$ cat config.mk
export PLATFORM = sky130hd
export DESIGN_NAME = srtc_regs
export DESIGN_NICKNAME = d
export VERILOG_FILES = /design/src/rtl/srtc_pkg.sv /design/src/rtl/srtc_bcd_ctr.sv /design/src/rtl/srtc_timekeeper.sv /design/src/rtl/srtc_ptr.sv /design/src/rtl/srtc_rdport.sv /design/src/rtl/srtc_regs.sv
export SDC_FILE = /design/constraint.sdc
export NUM_CORES = 1
export LEC_CHECK = 0
export ABC_AREA = 1
export BUFFER_PORTS_ARGS = -buffer_cell sky130_fd_sc_hd__buf_4
export CAP_MARGIN = 20
export CORE_MARGIN = 2
export CORE_UTILIZATION = 45
export DETAILED_ROUTE_END_ITERATION = 16
export GPL_TIMING_DRIVEN = 0
export HOLD_SLACK_MARGIN = 0.12
export PLACE_DENSITY_LB_ADDON = 0.15
export SLEW_MARGIN = 20
export SYNTH_ARGS = -nofsm -noshare
export SYNTH_HDL_FRONTEND = slang
export SYNTH_SLANG_ARGS = --single-unit
$ cat constraint.sdc
create_clock -name clk -period 2.6 [get_ports clk]
set_clock_uncertainty 0.2 [all_clocks]
set_input_delay 0.52 -clock clk [delete_from_list [all_inputs] [get_ports clk]]
set_output_delay 0.52 -clock clk [all_outputs]
set_load 0.01 [all_outputs]
$ cat src/rtl/srtc_pkg.sv
package srtc_pkg;

  // Field order sets the read address: hund is byte 0, year is byte 7.
  typedef struct packed {
    logic [7:0] year;
    logic [7:0] mon;
    logic [7:0] date;
    logic [7:0] dow;
    logic [7:0] hour;
    logic [7:0] minute;
    logic [7:0] sec;
    logic [7:0] hund;
  } srtc_time_t;

  function automatic logic [7:0] to_bcd(input int v);
    to_bcd = {4'(v / 10), 4'(v % 10)};
  endfunction

  localparam srtc_time_t SRTC_RST = '{
    year: 8'h00, mon: 8'h01, date: 8'h01, dow: 8'h06,
    hour: 8'h00, minute: 8'h00, sec: 8'h00, hund: 8'h00
  };

endpackage

$ cat src/rtl/srtc_bcd_ctr.sv
module srtc_bcd_ctr
  import srtc_pkg::*;
#(
  parameter int LO  = 0,
  parameter int RST = 0
) (
  input  logic       clk,
  input  logic       rst_n,
  input  logic       step,
  input  logic [7:0] top,
  output logic [7:0] val
);
  localparam logic [7:0] LO_B  = to_bcd(LO);
  localparam logic [7:0] RST_B = to_bcd(RST);

  logic [7:0] nxt;

  always_comb begin
    if (val == top)
      nxt = LO_B;
    else if (val[3:0] == 4'd9)
      nxt = {val[7:4] + 4'd1, 4'd0};
    else
      nxt = {val[7:4], val[3:0] + 4'd1};
  end

  always_ff @(posedge clk) begin
    if (!rst_n)
      val <= RST_B;
    else if (step)
      val <= nxt;
  end
endmodule

$ cat src/rtl/srtc_timekeeper.sv
module srtc_timekeeper
  import srtc_pkg::*;
#(
  parameter int HUND_TOP = 99,
  parameter int SEC_TOP  = 59,
  parameter int MIN_TOP  = 59,
  parameter int HOUR_TOP = 23
) (
  input  logic       clk,
  input  logic       rst_n,
  input  logic       tick_en,
  output srtc_time_t now
);
  localparam int NTOD = 4;
  localparam int TOD_TOP [NTOD] = '{HUND_TOP, SEC_TOP, MIN_TOP, HOUR_TOP};

  logic [NTOD:0] cy;
  logic [7:0]    tod [NTOD];

  assign cy[0] = tick_en;

  // time-of-day chain: hundredths, seconds, minutes, hours
  for (genvar g = 0; g < NTOD; g++) begin : g_tod
    localparam logic [7:0] TB = to_bcd(TOD_TOP[g]);
    srtc_bcd_ctr #(.LO(0), .RST(0)) u_ctr (
      .clk  (clk),
      .rst_n(rst_n),
      .step (cy[g]),
      .top  (TB),
      .val  (tod[g])
    );
    assign cy[g+1] = cy[g] && (tod[g] == TB);
  end

  assign now.hund   = tod[0];
  assign now.sec    = tod[1];
  assign now.minute = tod[2];
  assign now.hour   = tod[3];

  logic       day_step, mon_step, yr_step, leap;
  logic [1:0] yr_mod4;
  logic [7:0] mlen;

  // year mod 4 from BCD digits: (2*tens + units) mod 4
  assign yr_mod4 = {now.year[4], 1'b0} + now.year[1:0];
  assign leap    = (yr_mod4 == 2'd0);

  always_comb begin
    case (now.mon)
      8'h02:                      mlen = leap ? 8'h29 : 8'h28;
      8'h04, 8'h06, 8'h09, 8'h11: mlen = 8'h30;
      default:                    mlen = 8'h31;
    endcase
  end

  assign day_step = cy[NTOD];
  assign mon_step = day_step && (now.date == mlen);
  assign yr_step  = mon_step && (now.mon == 8'h12);

  srtc_bcd_ctr #(.LO(0), .RST(6)) u_dow (
    .clk(clk), .rst_n(rst_n), .step(day_step), .top(8'h06), .val(now.dow));
  srtc_bcd_ctr #(.LO(1), .RST(1)) u_date (
    .clk(clk), .rst_n(rst_n), .step(day_step), .top(mlen), .val(now.date));
  srtc_bcd_ctr #(.LO(1), .RST(1)) u_mon (
    .clk(clk), .rst_n(rst_n), .step(mon_step), .top(8'h12), .val(now.mon));
  srtc_bcd_ctr #(.LO(0), .RST(0)) u_year (
    .clk(clk), .rst_n(rst_n), .step(yr_step), .top(8'h99), .val(now.year));
endmodule

$ cat src/rtl/srtc_ptr.sv
module srtc_ptr #(
  parameter int DATA_W = 8
) (
  input  logic              clk,
  input  logic              rst_n,
  input  logic              xfer_start,
  input  logic              wr_valid,
  input  logic [DATA_W-1:0] wr_data,
  input  logic              rd_req,
  output logic [DATA_W-1:0] rd_addr,
  output logic              ptr_set
);
  logic [DATA_W-1:0] ptr;

  assign rd_addr = ptr_set ? ptr : '0;

  always_ff @(posedge clk) begin
    if (!rst_n) begin
      ptr     <= '0;
      ptr_set <= 1'b0;
    end else if (xfer_start) begin
      // a byte in the start cycle is the first byte of the transaction
      ptr_set <= wr_valid;
      if (wr_valid) ptr <= wr_data;
    end else if (wr_valid) begin
      ptr     <= ptr_set ? ptr + 1'b1 : wr_data;
      ptr_set <= 1'b1;
    end else if (rd_req) begin
      ptr     <= rd_addr + 1'b1;
      ptr_set <= 1'b1;
    end
  end
endmodule

$ cat src/rtl/srtc_rdport.sv
module srtc_rdport
  import srtc_pkg::*;
#(
  parameter int DATA_W   = 8,
  parameter int LAST_RSV = 19
) (
  input  logic              clk,
  input  logic              rst_n,
  input  logic              rd_req,
  input  logic [DATA_W-1:0] rd_addr,
  input  srtc_time_t        now,
  output logic              rd_valid,
  output logic [DATA_W-1:0] rd_data,
  output logic              bad_addr
);
  localparam int NUM_LIVE = $bits(srtc_time_t) / 8;
  localparam int IDX_W    = $clog2(NUM_LIVE);

  srtc_time_t snap;
  logic [7:0] snap_b [NUM_LIVE];
  logic [7:0] sel;

  for (genvar k = 0; k < NUM_LIVE; k++) begin : g_snap
    assign snap_b[k] = snap[8*k +: 8];
  end

  always_comb begin
    if (rd_addr == 0)
      sel = now.hund;
    else if (rd_addr == 1)
      sel = now.sec;
    else if (int'(rd_addr) < NUM_LIVE)
      sel = snap_b[rd_addr[IDX_W-1:0]];
    else
      sel = 8'h00;
  end

  always_ff @(posedge clk) begin
    if (!rst_n) begin
      rd_valid <= 1'b0;
      rd_data  <= '0;
      bad_addr <= 1'b0;
      snap     <= SRTC_RST;
    end else begin
      rd_valid <= rd_req;
      bad_addr <= rd_req && (int'(rd_addr) > LAST_RSV);
      if (rd_req) begin
        rd_data <= DATA_W'(sel);
        if (rd_addr == 1) snap <= now;
      end
    end
  end
endmodule

$ cat src/rtl/srtc_regs.sv
module srtc_regs
  import srtc_pkg::*;
#(
  parameter int DATA_W   = 8,
  parameter int LAST_RSV = 19,
  parameter int HUND_TOP = 99,
  parameter int SEC_TOP  = 59,
  parameter int MIN_TOP  = 59,
  parameter int HOUR_TOP = 23
) (
  input  logic              clk,
  input  logic              rst_n,
  input  logic              tick_en,
  input  logic              xfer_start,
  input  logic              wr_valid,
  input  logic [DATA_W-1:0] wr_data,
  input  logic              rd_req,
  output logic              rd_valid,
  output logic [DATA_W-1:0] rd_data,
  output logic              bad_addr
);
  srtc_time_t        now_t;
  logic [DATA_W-1:0] rd_addr;
  logic              ptr_set;

  srtc_timekeeper #(
    .HUND_TOP(HUND_TOP), .SEC_TOP(SEC_TOP),
    .MIN_TOP(MIN_TOP),   .HOUR_TOP(HOUR_TOP)
  ) u_time (
    .clk(clk), .rst_n(rst_n), .tick_en(tick_en), .now(now_t));

  srtc_ptr #(.DATA_W(DATA_W)) u_ptr (
    .clk(clk), .rst_n(rst_n), .xfer_start(xfer_start), .wr_valid(wr_valid),
    .wr_data(wr_data), .rd_req(rd_req), .rd_addr(rd_addr), .ptr_set(ptr_set));

  srtc_rdport #(.DATA_W(DATA_W), .LAST_RSV(LAST_RSV)) u_rd (
    .clk(clk), .rst_n(rst_n), .rd_req(rd_req), .rd_addr(rd_addr), .now(now_t),
    .rd_valid(rd_valid), .rd_data(rd_data), .bad_addr(bad_addr));
endmodule

# Yosys cells after proc, flatten, opt, wreduce, memory -nomap -nowiden
# Cells that the tools add are included.
# word_totals
input_bits	14
wordCells	138
output_inout_bits	10
regBits	147
# op_classes
bitwise_logic	1
addsub	19
order_cmp	3
n_reduce_logical	30
n_mux	33
n_eq_ne	23
# op_table
operator	count
2-to-1 mux 8 bit	27
adder 4 x 1 -> 4 bit (second input constant)	16
== test 4 bit (second input constant)	8
binary-select mux 8 bit (select 3 bit)	1
== test 8 x 3 -> 1 bit (second input constant)	3
AND reduction 2 bit	10
nonzero test 2 bit	9
adder 8 x 1 -> 8 bit (second input constant)	2
== test 8 x 5 -> 1 bit (second input constant)	2
== test 8 x 7 -> 1 bit (second input constant)	2
== test 8 bit (second input constant)	2
one-hot mux 8 bit (2 select lines)	1
== test 8 x 1 -> 1 bit (second input constant)	1
== test 8 x 2 -> 1 bit (second input constant)	1
== test 8 x 4 -> 1 bit (second input constant)	1
== test 8 x 6 -> 1 bit (second input constant)	1
== test 8 bit	1
greater-than comparator 8 x 5 -> 1 bit (second input constant)	1
zero test 8 bit	1
< comparator 8 x 4 -> 1 bit (second input constant)	1
logical AND 1 bit	7
>= comparator 4 bit (second input constant)	1
2-to-1 mux 1 bit	4
inverter 3 -> 4 bit	1
other kinds (5)	5

# Logic depth before layout (Yosys ltp)
# Gate-level depths: netlist (run 1).
# logic_depth
depth_word	8
depth_mapped	15
depth_no_buf	14

# Hierarchy
# From an unflattened synthesis (run 1), not the netlist that was laid out.
# unflattened
cells_unflattened	1335
hier_area_um2	8968.6
# by_module_without_submodules
mod	instances	cells_each	seq_area_each_um2	area_per_inst_um2
srtc_rdport	1	488	1401.3	3264.4
srtc_bcd_ctr at u_time.g_tod[0].u_ctr ...	5	79	160.2	566.8
srtc_bcd_ctr at u_time.u_date ...	2	80	160.2	555.5
srtc_ptr	1	120	180.2	763.2
srtc_bcd_ctr at u_time.u_dow	1	83	160.2	578.1
srtc_timekeeper	1	89	0.0	417.9

# Worst setup path before layout (run 1)
# Ideal clock, no wire load.
# synth_path
path_kind	register to register
startpoint	register u_ptr.ptr_set
endpoint	register u_rd.snap[10] (netlist name)
setup_slack_ps	352
setup_ps	128
t_required_ps	2272
synth_period_minus_slack_ps	2248
path_buffers	4
arrival_time_ps	1920
path_stages_with_launch	14
path_cell_list	dfxtp_1 -> buf_2 -> nand2_1 -> buf_2 -> buf_2 -> ha_1 -> inv_1 -> nor2_1 -> nand2_1 -> nor2_2 -> clkinv_1 -> clkbuf_1 -> o21ai_0 -> a21oi_1
# synth_between
elab_chain_len	3
# synth_rtl
item	line	text
start: declaration	srtc_ptr.sv:11	output logic ptr_set
start signal: assignment	srtc_ptr.sv:23	ptr_set <= wr_valid;
2-to-1 mux 8 bit	srtc_ptr.sv:15	assign rd_addr = ptr_set ? ptr : '0;
== test 8 x 1 -> 1 bit	srtc_rdport.sv:49	if (rd_addr == 1) snap <= now;
AND reduction 2 bit (no source line)	--	
end signal: assignment	srtc_rdport.sv:49	
end: declaration	srtc_rdport.sv:19	srtc_time_t snap;
# No other way between the ends.
# A chain may end at the register's enable or synchronous reset.

# Final worst setup path (run 1)
# layout_path
startpoint	register u_ptr.ptr_set
endpoint	register u_rd.snap[47] (netlist name)
# The elaborated chain is that of the path after synthesis.

==> results of run 1 <==
[cell families (layout without fill, tap and decap cells)]
logic type	after synthesis	in the layout
compound gates	269	269
xor+xnor	28	28
fa+ha+maj	32	32
buf+inv	176	239
flops	147	147
simple gates	406	408
[per-layer routing]
metal	part of all wire	global-route usage	routed length [microns]	vias up
li1	-	-	-	3639
met2	0.45	0.3869	9779	185
met3	0.048	0.04724	1042	40
met1	0.47	0.3353	10270	3392
met5	0	0	0	-
met4	0.027	0.09929	586	0
[how the worst max path moves through the flow]
stage	to	slack (ns)	from
6_report	u_rd.snap[47]	0.16	u_ptr.ptr_set
5_1_grt	u_rd.snap[17]	0.007	u_ptr.ptr_set
4_1_cts	u_rd.snap[47]	0.001	u_ptr.ptr_set
3_5_place_dp	u_rd.snap[8]	-0.38	u_ptr.ptr_set
3_3_place_gp	u_rd.snap[8]	-0.38	u_ptr.ptr_set
2_1_floorplan	u_rd.snap[10]	0.35	u_ptr.ptr_set
[repair_timing]
action,4_1_cts,5_1_grt
pin swaps,1,6
setup endpoints to repair,76,92
setup buffers,0,9
gates resized for setup,20,37
gates cloned,0,2
[state kept, by name, indices dropped and copies added, names as in the netlist]
name	count
u_rd.rd_valid	1
u_time.g_tod.u_ctr.val	32
u_ptr.ptr_set	1
u_time.u_date.val	8
u_rd.snap	64
u_rd.bad_addr	1
u_ptr.ptr	8
u_rd.rd_data	8
u_time.u_dow.val	8
u_time.u_mon.val	8
u_time.u_year.val	8
[cell usage in the layout, fill, tap and decap left out, types with 4 or more instances in the layout]
| master | Yosys | layout |
|---|---|---|
| nor3_1 | 16 | 16 |
| nor2_4 | 3 | 6 |
| ha_1 | 32 | 32 |
| inv_2 | 2 | 5 |
| clkbuf_1 | 23 | 18 |
| buf_4 | 0 | 34 |
| o21ai_0 | 107 | 100 |
| dfxtp_2 | 0 | 4 |
| or2_2 | 5 | 5 |
| o211ai_1 | 32 | 32 |
| nand2_1 | 189 | 186 |
| buf_2 | 15 | 5 |
| nand4_1 | 15 | 15 |
| inv_1 | 124 | 121 |
| clkbuf_4 | 0 | 5 |
| nand3_1 | 64 | 63 |
| buf_6 | 1 | 6 |
| xor2_1 | 25 | 25 |
| clkinv_4 | 0 | 5 |
| clkinv_2 | 2 | 5 |
| a21oi_1 | 114 | 114 |
| dfxtp_1 | 147 | 143 |
| clkbuf_16 | 0 | 17 |
| o21ai_1 | 0 | 7 |
| clkinv_1 | 6 | 5 |
| nor2_1 | 89 | 87 |
| nor2_2 | 6 | 7 |
[tightest hold or removal path, cell delays in order]
cell	delay, ns
buf_4	0.11
nand2_1	0.05
a221oi_1	0.06
[report_power, final]
group	switching, mW	total, mW	internal [mW]
logic	0.300	0.472	0.172
registers	0.0415	2.35	2.31
clock network	1.01	2.54	1.53
[layout make-up]
| class | count | area [sq um] |
|---|---|---|
| fill | 1648 | 7684 |
| multi-input combinational | 737 | 4025 |
| sequential | 147 | 2948 |
| inverter | 134 | 514.2 |
| clock buffer | 19 | 442.9 |
| tap | 220 | 275.3 |
| buffer | 42 | 242.7 |
| timing repair buffer | 31 | 232.7 |
| clock inverter | 13 | 160.2 |
[per-stage QoR]
step | TNS [ns] | hold slack (ns) | instance area, sq um | setup WS, ns | instances
6_report | 0 | 0.1717 | 8841 | 0.1584 | 1343
5_1_grt | 0 | 0.1774 | 8841 | 0.006662 | 1343
4_1_cts | 0 | 0.1587 | 8688 | 0.001015 | 1332
3_5_place_dp | -15.03 | 0.2489 | 8036 | -0.3772 | 1300
3_3_place_gp | -15.27 | 0.2437 | 8036 | -0.3753 | 1300
2_1_floorplan | 0 | 0.2292 | 7596 | 0.3520 | 1058
==> summary.md, run 1 <==
| Metric | Value |
|---|---|
| Register bit total from synthesis | 147 |
| Arr. time, crit path | 2.60 ns |
| Post-Synth Adder-Cell Area | 0.05271 |
| Status | completed |
| Crit path cell chain | buf_4 -> nand2_2 -> buf_6 -> buf_6 -> ha_1 -> inv_1 -> nor2_1 -> nand2_2 -> nor2_4 -> buf_6 -> buf_4 -> o21ai_0 -> a21oi_1 |
| Final WL | 21680 microns |
| Worst r2r dst | u_rd.snap[47] |
| Core Area | 16520 sq um |
| Max Transition Viols Final | 0 |
| Startpoint types | flip-flop |
| Synthesized area per cell | 7.180 sq um |
| Hold path endpoint | u_ptr.ptr[3] |
| Max_cap viols | 0 |
| Post-Synth XOR/XNOR Area | 0.03228 |
| Crit path depth | 13 |
| Pwr per Cell Area | 606.8 nW/um^2 |
| Htree depth | 4 |
| Synth top area share | 0.3874 |
| Synth top cells by count | nand2_1, dfxtp_1, inv_1 |
| Top-Level Pins | 24 |
| R2R depth | 13 |
| Clk root buf | clkbuf_16 |
| Clk Latency, worst-skew pair | 0.44 ns |
| R2R Setup Slk | 0.16 ns |
| Most common cell in the netlist | nand2_1 |
| Die X | 133.9 microns |
| Data required time of the critical path | 2.75 ns |
| Final Wtd Congestion | 0.8686 |
| Inserted Clock Buffers | 17 |
| Post-synthesis compound-gate area fraction | 0.1929 |
| Inserted Diodes | 0 |
| Grt ovf | 0 |
| Crit-path max FO | 11 |
| Via-per-instance ratio | 5.403 |
| Port Buffers | 22 |
| Delay-heaviest family, CP | buffers and inverters |
| Origin of the critical flop-to-flop path | u_ptr.ptr_set |
| Initial antenna violation count | 0 |
| Yosys top cell by area | dfxtp_1 |
| Fin crit share | 0.9391 |
| DRC | 0 |
| Worst vdd ir | 0.0004691 V |
| Initial DRC count | 464 |
| Unique masters post-synth | 46 |
| Max Clock Freq | 409.6 MHz |
| Yosys Warn Count | 0 |
| Detailed-router iteration count before antenna repair | 5 |
| Synth area leaders | dfxtp_1, nand2_1, a21oi_1 |
| Global Route Usage Sum | 0.2469 |
| DR vias | 7256 |
| Critical path class | reg -> reg |
| Final Util | 0.5350 |
| Clk pin slew, worst setup/hold paths | 0.06 ns |
| Seq/Total Area, Yosys | 0.3874 |
| Hold path depth | 3 |
| Layout cells sized above 1 | 0.1131 |
| Critical Path Max Stage Delay | 0.35 ns |
| Hold Crit Class | in -> reg |
| Final setup fails | 0 |
| Synthesized Nets | 1104 |
| Slowest stage cell on the critical path | dfxtp_2 |
| Pwr Total | 5.364 mW |
| Buf/Inv on CP | 6 |
| Row count | 47 |
| Number of synthesized flops with an enable pin | 0 |
| Post-Synthesis Cells | 1058 |
| Critical Path End Type | flip-flop |
| Full die area | 17940 sq um |
| Area delta synth->final | 16.39% |
| Vias in the first global route | 6635 |
| Hold Buf Count CTS | 0 |
| Starting density of the core | 0.4597 |
| Final nets | 1156 |
| Netlist Area Pre-Place | 7596 sq um |
| Largest family of logic cells by synthesized area | simple AND/OR/NAND/NOR gates |
| RSZ-0062 raised after global routing | false |
| Max-slew headroom | 0.4139 |
| TritonCTS clock tree | yes |
| Fin crit period | 2.442 ns |
| Dpl hpwl | 15170 microns |
| Largest net degree at the start of global routing | 17 |
| CP dominant cell by count | buf_6 |
| Die Span Y | 133.9 microns |
| Wire per inst | 16.14 microns |
| Fin. Hold Viols | 0 |
| First-pass GRT wire length | 34760 microns |
| Sink Count | 147 |
| Worst slew pin tran | 0.8792 ns |
| Share of flip-flops with an asynchronous set or reset | 0 |
| Static leakage | 3.680 nW |
| Simple-Gate Fraction of Synth Area | 0.2439 |
| Main synth FF type | dfxtp_1 |
| Clk buf depth | 2 |
| Antenna Violating Nets Remaining | 0 |
| Worst Hold Launch | wr_data[3] |
| Multiplexer share of the synthesized area | 0 |
No activity file was read; power rests on OpenSTA's default activity.
==> inputs of run 2 (changes only) <==
--- a/config.mk
+++ b/config.mk
@@ -8,8 +8,9 @@
 export ABC_AREA = 1
 export BUFFER_PORTS_ARGS = -buffer_cell sky130_fd_sc_hd__buf_4
 export CAP_MARGIN = 20
+export CORE_ASPECT_RATIO = 1.4
 export CORE_MARGIN = 2
-export CORE_UTILIZATION = 45
+export CORE_UTILIZATION = 62
 export DETAILED_ROUTE_END_ITERATION = 16
 export GPL_TIMING_DRIVEN = 0
 export HOLD_SLACK_MARGIN = 0.12
==> run 2 against run 1 <==
  * Fmax is 2.4% lower
  * Flip-flop and latch count is the same
  * Worst hold slack gained 0.0099 ns
  * Register-to-register slack got worse by 0.06 ns
  * Critical path depth is 1 lower
  * Setup slack got worse by 0.061 ns
  * Combinational power is 3% lower
==> summary.md, run 2 (synthesis results as in run 1) <==
| Metric | Value |
|---|---|
| TritonCTS clock tree | yes |
| Final setup fails | 0 |
| Hold Crit Class | in -> reg |
| Fin crit share | 0.9626 |
| Worst vdd ir | 0.0004510 V |
| R2R Setup Slk | 0.1 ns |
| Worst r2r dst | u_rd.snap[19] |
| Crit-path max FO | 20 |
| Largest net degree at the start of global routing | 21 |
| Row count | 47 |
| Most common cell after layout, fill and taps aside | nand2_1 |
| DR vias | 7317 |
| First-pass GRT wire length | 33040 microns |
| Starting density of the core | 0.6395 |
| Initial antenna violation count | 0 |
| Final worst slack | 0.09735 ns |
| Clk Latency, worst-skew pair | 0.42 ns |
| Place WS | -0.2491 ns |
| Sink Count | 147 |
| Worst slew pin tran | 0.8704 ns |
| Origin of the critical flop-to-flop path | u_ptr.ptr_set |
| Biggest register | u_rd.snap |
| Vias in the first global route | 6722 |
| Regs by FF count | u_rd.snap (64), u_time.g_tod.u_ctr.val (32) |
| Clk pin slew, worst setup/hold paths | 0.06 ns |
| Fin. Hold Viols | 0 |
| Final nets | 1148 |
| DRC | 0 |
| Max-slew headroom | 0.4197 |
| Max Transition Viols Final | 0 |
| Port Buffers | 22 |
| Layout cells sized above 1 | 0.1004 |
| Global Route Usage Sum | 0.3134 |
| Top-Level Pins | 24 |
| Inserted Diodes | 0 |
| Die Span Y | 135.0 microns |
| Inserted Clock Buffers | 17 |
| Setup crit start | u_ptr.ptr_set |
| Final Util | 0.7324 |
| Via-per-instance ratio | 5.798 |
| Pwr Total | 5.655 mW |
| Clk root buf | clkbuf_16 |
| Pwr per Cell Area | 650.0 nW/um^2 |
| Final Wtd Congestion | 0.9689 |
| Commonest cells after routing, fill and taps aside | nand2_1, dfxtp_1, inv_1, a21oi_1, o21ai_0 |
| Max reg flops | 64 |
| Dpl hpwl | 14470 microns |
| Hold Buf Count CTS | 0 |
| Data required time of the critical path | 2.75 ns |
| Wire per inst | 16.39 microns |
| Die X | 97.55 microns |
| Setup TNS | 0 ns |
| Clk buf depth | 2 |
| Arr. time, crit path | 2.65 ns |
| Hold path depth | 3 |
| R2R depth | 12 |
| Status | completed |
| Max Clock Freq | 399.6 MHz |
| Startpoint types | flip-flop |
| Detailed-router iteration count before antenna repair | 6 |
| Static leakage | 3.651 nW |
| Final WL | 20690 microns |
| Critical path class | reg -> reg |
| Initial DRC count | 515 |
| Htree depth | 4 |
| Filler Cells Inserted | 974 |
| Worst Hold Launch | wr_data[3] |
| Core Area | 11880 sq um |
| Area delta synth->final | 14.53% |
| Grt ovf | 0 |
| Max_cap viols | 0 |
| Full die area | 13170 sq um |
| Fin crit period | 2.503 ns |
| Hold path endpoint | u_ptr.ptr[3] |
| Critical Path End Type | flip-flop |
| Antenna Violating Nets Remaining | 0 |
## run 2: changes by cell type in the layout (fill, tap and decap cells not counted), sizes merged
cell / delta
buf: -7
bufinv: +3
clkbuf: +1
clkinv: -4
nor2: -1
## run 2: worst max path at each step
stage	endpoint	depth (start not counted)
2_1_floorplan	u_rd.snap[10]	13
4_1_cts	u_time.u_mon.val[4]	12
3_3_place_gp	u_rd.snap[48]	13
5_1_grt	u_time.u_year.val[1]	12
3_5_place_dp	u_rd.snap[12]	13
6_report	u_rd.snap[19]	12
## run 2: metal layers
metal / wire, microns / global-route usage / up-vias
li1: - / - / 3596
met1: 8251 / 0.3795 / 3405
met2: 10470 / 0.5521 / 262
met3: 1264 / 0.05021 / 54
met4: 704 / 0.1327 / 0
met5: 0 / 0 / -
## run 2: final cells by class
class	count	area, sq um	share of cell area
plain buffers	41	201.4	0.02316
clock buffers	20	456.7	0.05250
clock inverters	12	226.5	0.02603
inverters	134	506.7	0.05825
multi-input cells	736	3990	0.4587
flip-flops and latches	147	2947	0.3387
well taps	147	183.9	0.02114
repair buffers	25	187.7	0.02157
## run 2: through the flow
stage	hold WS [ns]	area, sq um	instances
final	0.1816	8700	1262
after global routing	0.2075	8700	1262
after CTS	0.1810	8643	1258
after detailed placement	0.2471	7945	1227
after global placement	0.2385	7945	1227
after floorplan	0.2292	7596	1058
## run 2: worst max-delay path, cell delays in order (launching register included)
cell and delay, ns:
dfxtp_2 0.34, buf_4 0.17, nand2_1 0.14, buf_6 0.21, ha_1 0.16, inv_1 0.04, nor2_1 0.09, nand2_1 0.15
nor2_4 0.19, buf_4 0.20, buf_2 0.24, o21ai_0 0.14, nor2_1 0.16
## run 2: power by group
part | switching, mW | internal [mW] | total [mW]
clock | 0.986 | 1.86 | 2.84
combinational | 0.296 | 0.161 | 0.457
sequential | 0.0419 | 2.31 | 2.36
total | 1.32 | 4.33 | 5.65
## run 2: timing repair
action / in CTS / in global routing
cloned: 0 / 1
pin swaps: 0 / 3
setup endpoints to repair: 69 / 66
setup buffers: 0 / 3
resized for setup: 9 / 19
